`config.mk`:
```
export PLATFORM = sky130hd
export DESIGN_NAME = wralloc_policy
export DESIGN_NICKNAME = d
export VERILOG_FILES = /design/src/rtl/wralloc_pkg.sv /design/src/rtl/wralloc_csr.sv /design/src/rtl/wralloc_region.sv /design/src/rtl/wralloc_resp.sv /design/src/rtl/wralloc_policy.sv
export SDC_FILE = /design/constraint.sdc
export NUM_CORES = 1
export LEC_CHECK = 0
export BUFFER_PORTS_ARGS = -buffer_cell sky130_fd_sc_hd__buf_2
export CAP_MARGIN = 20
export CORE_ASPECT_RATIO = 0.7
export CORE_MARGIN = 2
export CORE_UTILIZATION = 34
export CTS_CLUSTER_DIAMETER = 200
export DETAILED_ROUTE_END_ITERATION = 12
export HOLD_SLACK_MARGIN = 0.1
export PLACE_DENSITY = 0.85
export SKIP_CTS_REPAIR_TIMING = 1
export SLEW_MARGIN = 20
export SYNTH_ARGS = -nofsm -noshare
export SYNTH_HDL_FRONTEND = slang
export SYNTH_HIERARCHICAL = 1
export SYNTH_SLANG_ARGS = --single-unit
```
`constraint.sdc`:
```
create_clock -name clk -period 5 [get_ports clk]
set_clock_uncertainty 0.05 [all_clocks]
set_input_delay 1.5 -clock clk [delete_from_list [all_inputs] [get_ports clk]]
set_output_delay 1.5 -clock clk [all_outputs]
set_load 0.01 [all_outputs]
```
`src/rtl/wralloc_pkg.sv`:
```
package wralloc_pkg;
   localparam int CSR_W = 64;

   typedef struct packed {
      logic l1_hit;
      logic page_hint;
      logic sector_hint;
      logic blocked;
   } wa_attr_t;

   function automatic logic wa_combine(input wa_attr_t a, input logic limit_ok);
      if (a.l1_hit) return 1'b0;
      if (a.page_hint || a.sector_hint) return 1'b1;
      return limit_ok && !a.blocked;
   endfunction
endpackage

```
`src/rtl/wralloc_csr.sv`:
```
module wralloc_csr #(
   parameter int CSR_W      = 64,
   parameter int LIM_W      = 10,
   parameter int LIM_LSB    = 22,
   parameter int HOLE_BIT   = 16,
   parameter bit HOLE_CHECK = 1'b1
) (
   input  logic             clk,
   input  logic             rst_n,
   input  logic             we,
   input  logic [CSR_W-1:0] wdata,
   output logic [CSR_W-1:0] rdata,
   output logic [LIM_W-1:0] lim,
   output logic             hole_en
);
   localparam int LIM_MSB = LIM_LSB + LIM_W - 1;

   if (LIM_MSB >= CSR_W) begin : g_bad_field
      $error("limit field exceeds register width");
   end
   if (HOLE_BIT >= LIM_LSB && HOLE_BIT <= LIM_MSB) begin : g_bad_bit
      $error("window bit overlaps limit field");
   end

   logic [LIM_W-1:0] lim_q;
   logic             en_q;
   logic             unused_wbits;

   assign unused_wbits = ^wdata;

   always_ff @(posedge clk or negedge rst_n) begin
      if (!rst_n) lim_q <= '0;
      else if (we) lim_q <= wdata[LIM_MSB:LIM_LSB];
   end

   if (HOLE_CHECK) begin : g_en
      always_ff @(posedge clk or negedge rst_n) begin
         if (!rst_n) en_q <= 1'b0;
         else if (we) en_q <= wdata[HOLE_BIT];
      end
   end else begin : g_no_en
      assign en_q = 1'b0;
   end

   always_comb begin
      rdata = '0;
      rdata[LIM_MSB:LIM_LSB] = lim_q;
      rdata[HOLE_BIT] = en_q;
   end

   assign lim     = lim_q;
   assign hole_en = en_q;

   p_field_write_r2: assert property (@(posedge clk) disable iff (!rst_n)
      we |=> lim == $past(wdata[LIM_MSB:LIM_LSB]));
   p_field_keep_r2: assert property (@(posedge clk) disable iff (!rst_n)
      !we |=> $stable(rdata));
endmodule

```
`src/rtl/wralloc_region.sv`:
```
module wralloc_region #(
   parameter int ADDR_W     = 32,
   parameter int LIM_W      = 10,
   parameter int GRAN_SHIFT = 22,
   parameter int MB_SHIFT   = 20,
   parameter int HOLE_LO_MB = 15,
   parameter int HOLE_HI_MB = 16,
   parameter bit HOLE_CHECK = 1'b1
) (
   input  logic [ADDR_W-1:0] addr,
   input  logic [LIM_W-1:0]  lim,
   input  logic              hole_en,
   output logic              limit_ok
);
   localparam int SLICE_W = ADDR_W - GRAN_SHIFT;
   localparam logic [ADDR_W-1:0] HOLE_LO = ADDR_W'(longint'(HOLE_LO_MB) << MB_SHIFT);
   localparam logic [ADDR_W-1:0] HOLE_HI = ADDR_W'(longint'(HOLE_HI_MB) << MB_SHIFT);

   if (SLICE_W != LIM_W) begin : g_bad_slice
      $error("limit field width must match the address granule slice");
   end
   if (HOLE_HI_MB <= HOLE_LO_MB) begin : g_bad_hole
      $error("window upper bound must exceed lower bound");
   end

   logic below;
   logic in_hole;

   assign below = addr[ADDR_W-1:GRAN_SHIFT] < lim;

   if (HOLE_CHECK) begin : g_hole
      assign in_hole = (addr >= HOLE_LO) && (addr < HOLE_HI);
   end else begin : g_no_hole
      assign in_hole = 1'b0;
   end

   assign limit_ok = below && (!in_hole || hole_en);

   always_comb begin
      if (lim == '0) a_zero_lim_r4: assert (!limit_ok);
   end
endmodule

```
`src/rtl/wralloc_resp.sv`:
```
module wralloc_resp
   import wralloc_pkg::*;
(
   input  logic     clk,
   input  logic     rst_n,
   input  logic     req_valid,
   output logic     req_ready,
   input  wa_attr_t attr,
   input  logic     limit_ok,
   output logic     rsp_valid,
   input  logic     rsp_ready,
   output logic     rsp_alloc
);
   logic accept;
   logic alloc_d;

   assign req_ready = !rsp_valid || rsp_ready;
   assign accept    = req_valid && req_ready;
   assign alloc_d   = wa_combine(attr, limit_ok);

   always_ff @(posedge clk or negedge rst_n) begin
      if (!rst_n) begin
         rsp_valid <= 1'b0;
         rsp_alloc <= 1'b0;
      end else if (accept) begin
         rsp_valid <= 1'b1;
         rsp_alloc <= alloc_d;
      end else if (rsp_ready) begin
         rsp_valid <= 1'b0;
      end
   end

   p_accept_r9: assert property (@(posedge clk) disable iff (!rst_n)
      (req_valid && req_ready) |=> rsp_valid);
   p_hold_r10: assert property (@(posedge clk) disable iff (!rst_n)
      (rsp_valid && !rsp_ready) |=> (rsp_valid && $stable(rsp_alloc)));
endmodule

```
`src/rtl/wralloc_policy.sv`:
```
module wralloc_policy
   import wralloc_pkg::*;
#(
   parameter int ADDR_W     = 32,
   parameter int LIM_W      = 10,
   parameter int LIM_LSB    = 22,
   parameter int HOLE_BIT   = 16,
   parameter bit HOLE_CHECK = 1'b1
) (
   input  logic             clk,
   input  logic             rst_n,
   input  logic             csr_we,
   input  logic [CSR_W-1:0] csr_wdata,
   output logic [CSR_W-1:0] csr_rdata,
   input  logic             req_valid,
   output logic             req_ready,
   input  logic [ADDR_W-1:0] req_addr,
   input  logic             req_l1_hit,
   input  logic             req_page_hint,
   input  logic             req_sector_hint,
   input  logic             req_blocked,
   output logic             rsp_valid,
   input  logic             rsp_ready,
   output logic             rsp_alloc
);
   logic [LIM_W-1:0] lim;
   logic             hole_en;
   logic             limit_ok;
   wa_attr_t         attr;

   assign attr = '{l1_hit: req_l1_hit, page_hint: req_page_hint,
                   sector_hint: req_sector_hint, blocked: req_blocked};

   wralloc_csr #(
      .CSR_W(CSR_W), .LIM_W(LIM_W), .LIM_LSB(LIM_LSB),
      .HOLE_BIT(HOLE_BIT), .HOLE_CHECK(HOLE_CHECK)
   ) u_csr (
      .clk(clk), .rst_n(rst_n), .we(csr_we), .wdata(csr_wdata),
      .rdata(csr_rdata), .lim(lim), .hole_en(hole_en)
   );

   wralloc_region #(
      .ADDR_W(ADDR_W), .LIM_W(LIM_W), .GRAN_SHIFT(LIM_LSB),
      .HOLE_CHECK(HOLE_CHECK)
   ) u_region (
      .addr(req_addr), .lim(lim), .hole_en(hole_en), .limit_ok(limit_ok)
   );

   wralloc_resp u_resp (
      .clk(clk), .rst_n(rst_n), .req_valid(req_valid), .req_ready(req_ready),
      .attr(attr), .limit_ok(limit_ok), .rsp_valid(rsp_valid),
      .rsp_ready(rsp_ready), .rsp_alloc(rsp_alloc)
   );

   p_hit_r8: assert property (@(posedge clk) disable iff (!rst_n)
      (req_valid && req_ready && req_l1_hit) |=> !rsp_alloc);
   p_hint_r6: assert property (@(posedge clk) disable iff (!rst_n)
      (req_valid && req_ready && !req_l1_hit && (req_page_hint || req_sector_hint))
      |=> rsp_alloc);
   p_blocked_r7: assert property (@(posedge clk) disable iff (!rst_n)
      (req_valid && req_ready && req_blocked && !req_page_hint && !req_sector_hint)
      |=> !rsp_alloc);
   p_zero_lim_r4: assert property (@(posedge clk) disable iff (!rst_n)
      (req_valid && req_ready && lim == '0 && !req_page_hint && !req_sector_hint)
      |=> !rsp_alloc);
endmodule

```
==> impl_metrics.yaml, run 1 <==
power_and_ir_drop:
  power.leakage_nw: 0.794
  p_sw_share_pct: 32.0
  seqPwrFrac_pct: 38.7
  p_switching_mw: 0.103
  clockPowerShare_pct: 29.5
  powerDensity_mw_per_mm2: 240
  comb_power_share_pct: 31.8
  max-vdd-ir-drop_mv: 0.169
  p_int_mw: 0.219
flow_run:
  maxCapViolCount: 0
worst_setup_path:
  timing.rr.end: "u_resp/rsp_alloc"
  cp.arrival_ns: 1.91
  required_ns: 3.45
  startpoint_type: "input pin"
  r2r_cells: 9
  cp_max_fo: 3
  end_kind: "output pin"
  ff2ff_setup_slack_ns: 3.01
  r2r_start: "u_csr/lim[3]"
  path_class: "input pin to output pin"
finish:
  fin_nets: 282
  drive_above_1_share_pct: 38.3
  final_common_cell: "conb_1"
  seq_area_um2: 325
  final_cell_mix: "53 x conb_1, 45 x buf_2, 13 x dfrtp_1"
  final.fill_count: 384
  n_antenna_cell: 0
  syn_to_final_growth_pct: 2.79
  final_area_mm2: 0.00134
  multiInputGateArea_um2: 646
synth:
  synth_cells: 131
  synth_seq_area_share_pct: 25.0
  syn_avg_cell_area_um2: 9.93
  yosysWarningCount: 6
  netlist_area_mm2: 0.00130
  ys_ff_latch: 13
  yosysUniqueCellTypes: 25
detailed_routing:
  drc_errors: 0
  vias: 798
  vias_per_cell: 3.68
  wl_per_cell_um: 10.3
  drt_iter0_drc: 9
  wirelength_mm: 2.24
  drtPass1Iterations: 3
  ant_nets: 0
floorplan:
  std_cell_rows: 18
  fp.dieH_um: 55.8
  die_area_mm2: 0.00435
  die_w_um: 77.9
  ioPinCount: 172
  initial_core_util_pct: 36.1
  core_mm2: 0.00360
global_route:
  antenna_found_initial: 0
  grt_usage_pct: 10.5
  grt_max_degree: 14
  grt_overflow_total: 0
  grt_pass1_wl_mm: 3.48
  grt_pass1_vias: 734
timing:
  drv_slew: 0
  hold_violations: 0
  setup_viol: 0
  post-route-period-util_pct: 69.2
  min_period_ns: 3.46
  rsz0062_at_grt: "false"
  fin_hold_ws_ns: 0.461
  max_freq_mhz: 289
  finalSetupTns_ns: 0
clock_tree:
  clk_pin_slew_ns: 0.05
  insertion_delay_ns: 0.24
  cts_tree: "yes"
  cts_buffer_depth: 2
  cts_made_buffers: 3
  root_buffer: "clkbuf_8"
  h-tree-depth: 1
  clkSinkCount: 13
placed_design:
  placed_cell_area_mm2: 0.00129
  dp_hpwl_mm: 1.94
  place_congestion: 0.797
  port_buffers: 45
min_path:
  min_from: "u_resp/rsp_alloc"
  min_path_type: "register to register"
  holdPathEnd: "u_resp/rsp_alloc"
  hold_depth: 1
run_status:
  status: "finished clean"
-- stage by stage --
step	power, mW	std cells	utilization [%]	setup WS, ns
2_1_floorplan	0.236	183	-	1.76
3_3_place_gp	0.226	213	35.9	1.54
3_5_place_dp	0.229	213	35.9	1.54
4_1_cts	0.327	217	37.1	1.54
5_1_grt	0.348	217	37.1	1.52
6_report	0.321	217	37.1	1.54
-- Yosys cell counts, drive strengths merged --
library cell	instances	share of area, %
nand4	2	0.96
o21ai	1	0.38
dfrtp	13	25
nor4	2	0.96
a221oi	1	1.2
a211o	1	0.67
o21a	1	0.58
or2b	1	0.58
mux2	12	14
conb	1	0.29
buf	65	38
o21bai	1	0.58
nand2	1	0.48
nand3b	1	0.58
a21oi	3	1.4
inv	9	2.6
ha	9	8.7
a21o	2	1.2
nor2	1	0.29
and4	1	0.67
nand2b	3	1.6
-- per-layer routing --
metal | routed length [µm] | global-route usage (%)
met1 | 909 | 12.0
met2 | 1160 | 18.7
met3 | 161 | 4.06
met4 | 12 | 2.26
met5 | 0 | 0
-- logic make-up after synthesis --
group | after synthesis | share of synthesized area [%]
buffers and inverters | 74 | 40.4
other | 1 | 0.288
AND/OR/NAND/NOR | 12 | 6.15
adder cells (fa/ha/maj) | 9 | 8.65
flip-flops | 13 | 25.0
multiplexers | 12 | 13.6
AO/OA/AOI/OAI | 10 | 5.96
-- power groups by stage --
stage               Combinational [mW]  Clock, mW  Sequential (mW)
global placement                0.0992          0            0.127
global route                     0.114      0.108            0.127
finish                           0.102     0.0949            0.124
CTS                              0.102     0.0994            0.125
floorplan                        0.110          0            0.125
detailed placement               0.102          0            0.127
-- worst max-delay path: stages --
cell	delay, ns
buf_2	0.09
nand2b_2	0.18
buf_2	0.14
-- worst max-delay path by stage --
stage	startpoint	endpoint	slack, ns	cells after the start
floorplan	rsp_ready	req_ready	1.76	1
global placement	rsp_ready	req_ready	1.54	3
detailed placement	rsp_ready	req_ready	1.54	3
finish	rsp_ready	req_ready	1.54	3
CTS	rsp_ready	req_ready	1.54	3
global route	rsp_ready	req_ready	1.52	3
-- layout make-up --
type,count,area share (%)
clock buffers,4,3.37
multi-input cells,96,48.3
flip-flops and latches,13,24.3
repair buffers,45,16.8
inverters,9,2.53
well taps,50,4.68
-- sequential cells by signal (all words and copies together) (netlist names) --
| name | count |
|---|---|
| u_resp/rsp_valid | 1 |
| u_csr/lim | 10 |
| u_resp/rsp_alloc | 1 |
| u_csr/hole_en | 1 |
Note: power is estimated with default switching activity, not from simulation.
==> inputs of run 2 (changes only) <==
--- a/config.mk
+++ b/config.mk
@@ -5,15 +5,16 @@
 export SDC_FILE = /design/constraint.sdc
 export NUM_CORES = 1
 export LEC_CHECK = 0
+export ABC_AREA = 1
 export BUFFER_PORTS_ARGS = -buffer_cell sky130_fd_sc_hd__buf_2
 export CAP_MARGIN = 20
 export CORE_ASPECT_RATIO = 0.7
 export CORE_MARGIN = 2
-export CORE_UTILIZATION = 34
+export CORE_UTILIZATION = 32
 export CTS_CLUSTER_DIAMETER = 200
 export DETAILED_ROUTE_END_ITERATION = 12
 export HOLD_SLACK_MARGIN = 0.1
-export PLACE_DENSITY = 0.85
+export PLACE_DENSITY = 0.8
 export SKIP_CTS_REPAIR_TIMING = 1
 export SLEW_MARGIN = 20
 export SYNTH_ARGS = -nofsm -noshare
==> constraint.sdc (replaced) <==
create_clock -name clk -period 3.4 [get_ports clk]
set_clock_uncertainty 0.05 [all_clocks]
set_input_delay 1.02 -clock clk [delete_from_list [all_inputs] [get_ports clk]]
set_output_delay 1.02 -clock clk [all_outputs]
set_load 0.01 [all_outputs]
==> impl_metrics.yaml, run 2 <==
detailed_routing:
  vias_per_cell: 3.45
  highest_layer: "met4"
  wl_met2_um: 968
  drtPass1Iterations: 4
  drc_errors: 0
  met1Wirelength_mm: 1.13
  drt_iter0_drc: 16
  ant_nets: 0
  wirelength_mm: 2.36
  vias: 950
  wl_per_cell_um: 8.59
  dr_wl_met3_um: 241
worst_setup_path:
  worst-path-buf-inv: 3
  cp_top_family: "buffers and inverters"
  required_ns: 2.33
  startpoint_type: "input pin"
  timing.rr.end: "u_resp/rsp_alloc"
  ff2ff_setup_slack_ns: 1.85
  critical_path.most_common_cell: "buf_2"
  end_kind: "output pin"
  max_stage_delay_ns: 0.14
  path_class: "input pin to output pin"
  crit_chain: "buf_2, inv_1, nand2_2, buf_2"
  cp.arrival_ns: 1.41
  critPathSlowestCell: "buf_2"
  r2r_start: "u_csr/lim[5]"
  r2r_cells: 11
  cp_max_fo: 3
clock_tree:
  insertion_delay_ns: 0.23
  cts_made_buffers: 3
  root_buffer: "clkbuf_8"
  clkSinkCount: 13
  cts_tree: "yes"
  h-tree-depth: 1
  clk_pin_slew_ns: 0.05
  cts_buffer_depth: 2
timing:
  setup_viol: 0
  hold_violations: 0
  finalSetupTns_ns: 0
  rsz0062_at_grt: "false"
  max_freq_mhz: 404
  drv_slew: 0
  min_period_ns: 2.48
  post-route-period-util_pct: 72.9
global_route:
  grt_usage_pct: 9.51
  grt_pass1_wl_mm: 3.35
  grt_pass1_vias: 752
  antenna_found_initial: 0
  grt_overflow_total: 0
  grt_max_degree: 14
floorplan:
  initial_core_util_pct: 33.6
  ioPinCount: 172
  std_cell_rows: 19
  die_area_mm2: 0.00471
  fp.dieH_um: 58.0
  core_mm2: 0.00397
  die_w_um: 81.2
synth:
  synth_top_family_by_area: "buffers and inverters"
  synth_cells: 188
  synth_ff_type: "dfrtp_1"
  yosys.area_share.simple_pct: 20.4
  synth_area_leaders: "buf_4 37%, dfrtp_1 24%, nand2_1 16%"
  synth_seq_area_share_pct: 24.4
  synth_top_area_cell: "buf_4"
  ys_ff_latch: 13
  synthAdderAreaFrac_pct: 8.44
  synth_mux_area_share_pct: 0
  syn_avg_cell_area_um2: 7.09
  synth_compound_area_share_pct: 2.63
  synth-xor-area-share_pct: 0
  netlist_area_mm2: 0.00133
  synth_edf_count: 0
  yosysWarningCount: 6
  yosysUniqueCellTypes: 14
  ys_async_sr_fraction_pct: 100
  yosys-top-cells-count: "65 x buf_4, 58 x nand2_1, 22 x inv_1"
  yosysMostFrequentCell: "buf_4"
  synth_top_area_share_pct: 36.6
finish:
  fin_nets: 338
  final_common_cell: "nand2_1"
  final_cell_mix: "58 x nand2_1, 53 x conb_1, 45 x buf_2"
  final.fill_count: 475
  n_antenna_cell: 0
  utilization_pct: 34.4
  drive_above_1_share_pct: 23.3
  syn_to_final_growth_pct: 2.35
  largest_reg_flops: 10
flow_run:
  maxCapViolCount: 0
power_and_ir_drop:
  powerDensity_mw_per_mm2: 328
  power.leakage_nw: 0.897
  max-vdd-ir-drop_mv: 0.159
min_path:
  holdPathEnd: "u_resp/rsp_alloc"
  min_path_type: "register to register"
  min_from: "u_resp/rsp_alloc"
  hold_depth: 2
placed_design:
  dp_hpwl_mm: 2.11
  port_buffers: 45
  place_congestion: 0.763
run_status:
  status: "finished clean"
run 2: cell count changes in the layout (fill, tap and decap cells not counted), moves of 2 or more:
cell	previous run	this run
inv_1	9	22
mux2_4	11	0
nand2_1	0	58
nand2b_1	2	0
nand3_1	0	2
nand4_1	2	0
nor2_1	1	10
nor4_1	2	0
run 2: worst max-delay path by stage:
stage                     depth (start not counted)  slack [ns]   endpoint      start
after detailed placement                          4        0.92  req_ready  rsp_ready
final                                             4        0.92  req_ready  rsp_ready
after global routing                              4        0.89  req_ready  rsp_ready
after CTS                                         4        0.92  req_ready  rsp_ready
after global placement                            4        0.94  req_ready  rsp_ready
after floorplan                                   2        1.16  req_ready  rsp_ready
run 2: worst min-delay path: cells and delay by family, from the launching register on:
| family | cells | cell delay [ns] |
|---|---|---|
| DFF | 1 | 0.33 |
| and+or+nand+nor | 2 | 0.11 |
run 2: cell type report:
cell class / instances / area, µm² / area share [%]
Clock buffer: 4 / 45.0 / 3.30
Inverter: 23 / 86.3 / 6.32
Multi-Input combinational cell: 138 / 618 / 45.3
Sequential cell: 13 / 325 / 23.8
Tap cell: 52 / 65.1 / 4.77
Timing Repair Buffer: 45 / 225 / 16.5
run 2: cells by family after synthesis:
kind of cell | count (synthesis)
fa+ha+maj | 9
simple gates | 71
flops | 13
compound gates | 5
other cells | 1
buf+inv | 89
run 2: metal layers:
metal	vias up	GRT usage, %
met5	-	0
met4	0	3.63
met3	2	2.65
met2	45	12.8
met1	392	14.3
li1	511	-
run 2: per-stage QoR:
stage	worst slack [ns]	cell area (µm²)	instances	hold WS [ns]	power [mW]
floorplan	1.16	1530	240	0.413	0.331
global placement	0.937	1320	271	0.414	0.316
detailed placement	0.918	1320	271	0.415	0.319
CTS	0.919	1370	275	0.430	0.455
global route	0.885	1370	275	0.468	0.482
finish	0.922	1370	275	0.425	0.448
run 2: where the power goes:
group          switching (mW)  internal, mW  leakage [nW]
Sequential             0.0120         0.169         0.157
Clock                  0.0496        0.0824        0.0228
Combinational          0.0862        0.0482         0.717
==> inputs of run 3 (changes only) <==
--- a/config.mk
+++ b/config.mk
@@ -10,11 +10,11 @@
 export CAP_MARGIN = 20
 export CORE_ASPECT_RATIO = 0.7
 export CORE_MARGIN = 2
-export CORE_UTILIZATION = 32
+export CORE_UTILIZATION = 29
 export CTS_CLUSTER_DIAMETER = 200
 export DETAILED_ROUTE_END_ITERATION = 12
 export HOLD_SLACK_MARGIN = 0.1
-export PLACE_DENSITY = 0.8
+export PLACE_DENSITY = 0.76
 export SKIP_CTS_REPAIR_TIMING = 1
 export SLEW_MARGIN = 20
 export SYNTH_ARGS = -nofsm -noshare
==> constraint.sdc (replaced) <==
create_clock -name clk -period 2.1 [get_ports clk]
set_clock_uncertainty 0.05 [all_clocks]
set_input_delay 0.63 -clock clk [delete_from_list [all_inputs] [get_ports clk]]
set_output_delay 0.63 -clock clk [all_outputs]
set_load 0.01 [all_outputs]
==> impl_metrics.yaml, run 3 (synthesis gave the netlist of run 2 again) <==
detailed_routing:
  drtPass1Iterations: 2
  vias_per_cell: 3.50
  wirelength_mm: 2.51
  drt_iter0_drc: 35
  drc_errors: 0
  ant_nets: 0
  vias: 972
  wl_per_cell_um: 9.04
floorplan:
  fp.dieH_um: 60.7
  core_mm2: 0.00438
  std_cell_rows: 20
  die_w_um: 85.1
  die_area_mm2: 0.00517
  initial_core_util_pct: 30.5
  ioPinCount: 172
run_status:
  status: "finished clean"
finish:
  final.fill_count: 500
  n_antenna_cell: 0
  final_cell_mix: "58 x nand2_1, 53 x conb_1, 45 x buf_2"
  drive_above_1_share_pct: 23.3
  final_area_mm2: 0.00137
  fin_nets: 338
  final_common_cell: "nand2_1"
  syn_to_final_growth_pct: 2.63
  largest_reg_flops: 10
global_route:
  grt_overflow_total: 0
  grt_pass1_vias: 830
  grt_usage_pct: 9.54
  antenna_found_initial: 0
  grt_pass1_wl_mm: 3.76
  grt_max_degree: 14
timing:
  max_freq_mhz: 588
  finalSetupTns_ns: 0
  drv_slew: 0
  min_period_ns: 1.70
  rsz0062_at_grt: "false"
  post-route-period-util_pct: 81.0
  hold_violations: 0
  setup_viol: 0
  layout_setup_ws_ns: 0.400
worst_setup_path:
  required_ns: 1.42
  r2r_start: "u_csr/lim[5]"
  end_kind: "output pin"
  timing.rr.end: "u_resp/rsp_alloc"
  r2r_cells: 11
  startpoint_type: "input pin"
  path_class: "input pin to output pin"
  ff2ff_setup_slack_ns: 0.55
  cp_max_fo: 3
  cp.arrival_ns: 1.02
clock_tree:
  clkSinkCount: 13
  cts_buffer_depth: 2
  clk_pin_slew_ns: 0.06
  h-tree-depth: 1
  insertion_delay_ns: 0.24
  cts_made_buffers: 3
  cts_tree: "yes"
  root_buffer: "clkbuf_8"
placed_design:
  pre_cts_slack_ns: 0.238
  dp_hpwl_mm: 2.21
  placed_cell_area_mm2: 0.00132
  port_buffers: 45
  place_congestion: 0.779
min_path:
  min_path_type: "input pin to asynchronous set/reset pin"
power_and_ir_drop:
  power.leakage_nw: 0.897
  powerDensity_mw_per_mm2: 535
  max-vdd-ir-drop_mv: 0.254
flow_run:
  maxCapViolCount: 0
==> run 3: cell counts in the layout (fill, tap and decap cells not counted) <==
Identical to the previous run, type by type.
==> run 3: per-layer routing <==
metal	GRT usage, %	share of wire [%]	wire length (µm)	up-vias
met5	0	0	0	-
met4	4.54	0.32	8	0
met3	1.90	6.0	150	2
met2	14.8	47	1190	35
met1	13.0	46	1170	427
li1	-	-	-	508
==> run 3: layout make-up <==
| class | instances | area (µm²) | share of cell area (%) |
|---|---|---|---|
| Clock buffer | 4 | 45.0 | 3.29 |
| Inverter | 23 | 86.3 | 6.31 |
| Multi-Input combinational cell | 138 | 618 | 45.2 |
| Sequential cell | 13 | 325 | 23.8 |
| Tap cell | 55 | 68.8 | 5.03 |
| Timing Repair Buffer | 45 | 225 | 16.5 |
==> run 3: power by group <==
part	switching [mW]	internal [mW]	leakage [nW]
Combinational	0.142	0.0783	0.717
Clock	0.0871	0.134	0.0228
Sequential	0.0183	0.274	0.157
==> run 3: critical path: stages <==
cell	delay (ns)
buf_2	0.09
inv_1	0.08
nand2_2	0.07
buf_2	0.14
==> run 3: how the worst max path moves through the flow <==
stage / start / cells past startpoint / to / slack (ns)
6_report: rsp_ready / 4 / req_ready / 0.40
4_1_cts: rsp_ready / 4 / req_ready / 0.40
2_1_floorplan: req_addr[31] / 9 / u_resp/rsp_alloc / 0.46
5_1_grt: rsp_ready / 4 / req_ready / 0.39
3_3_place_gp: req_addr[27] / 11 / u_resp/rsp_alloc / 0.24
3_5_place_dp: req_addr[31] / 10 / u_resp/rsp_alloc / 0.24
==> run 3: metrics by stage <==
stage / utilization [%] / hold slack [ns] / total power [mW] / cells
global route: 31.3 / 0.232 / 0.795 / 278
global placement: 30.2 / 0.417 / 0.512 / 274
floorplan: - / 0.284 / 0.535 / 240
detailed placement: 30.2 / 0.412 / 0.518 / 274
finish: 31.3 / 0.221 / 0.733 / 278
CTS: 31.3 / 0.229 / 0.743 / 278
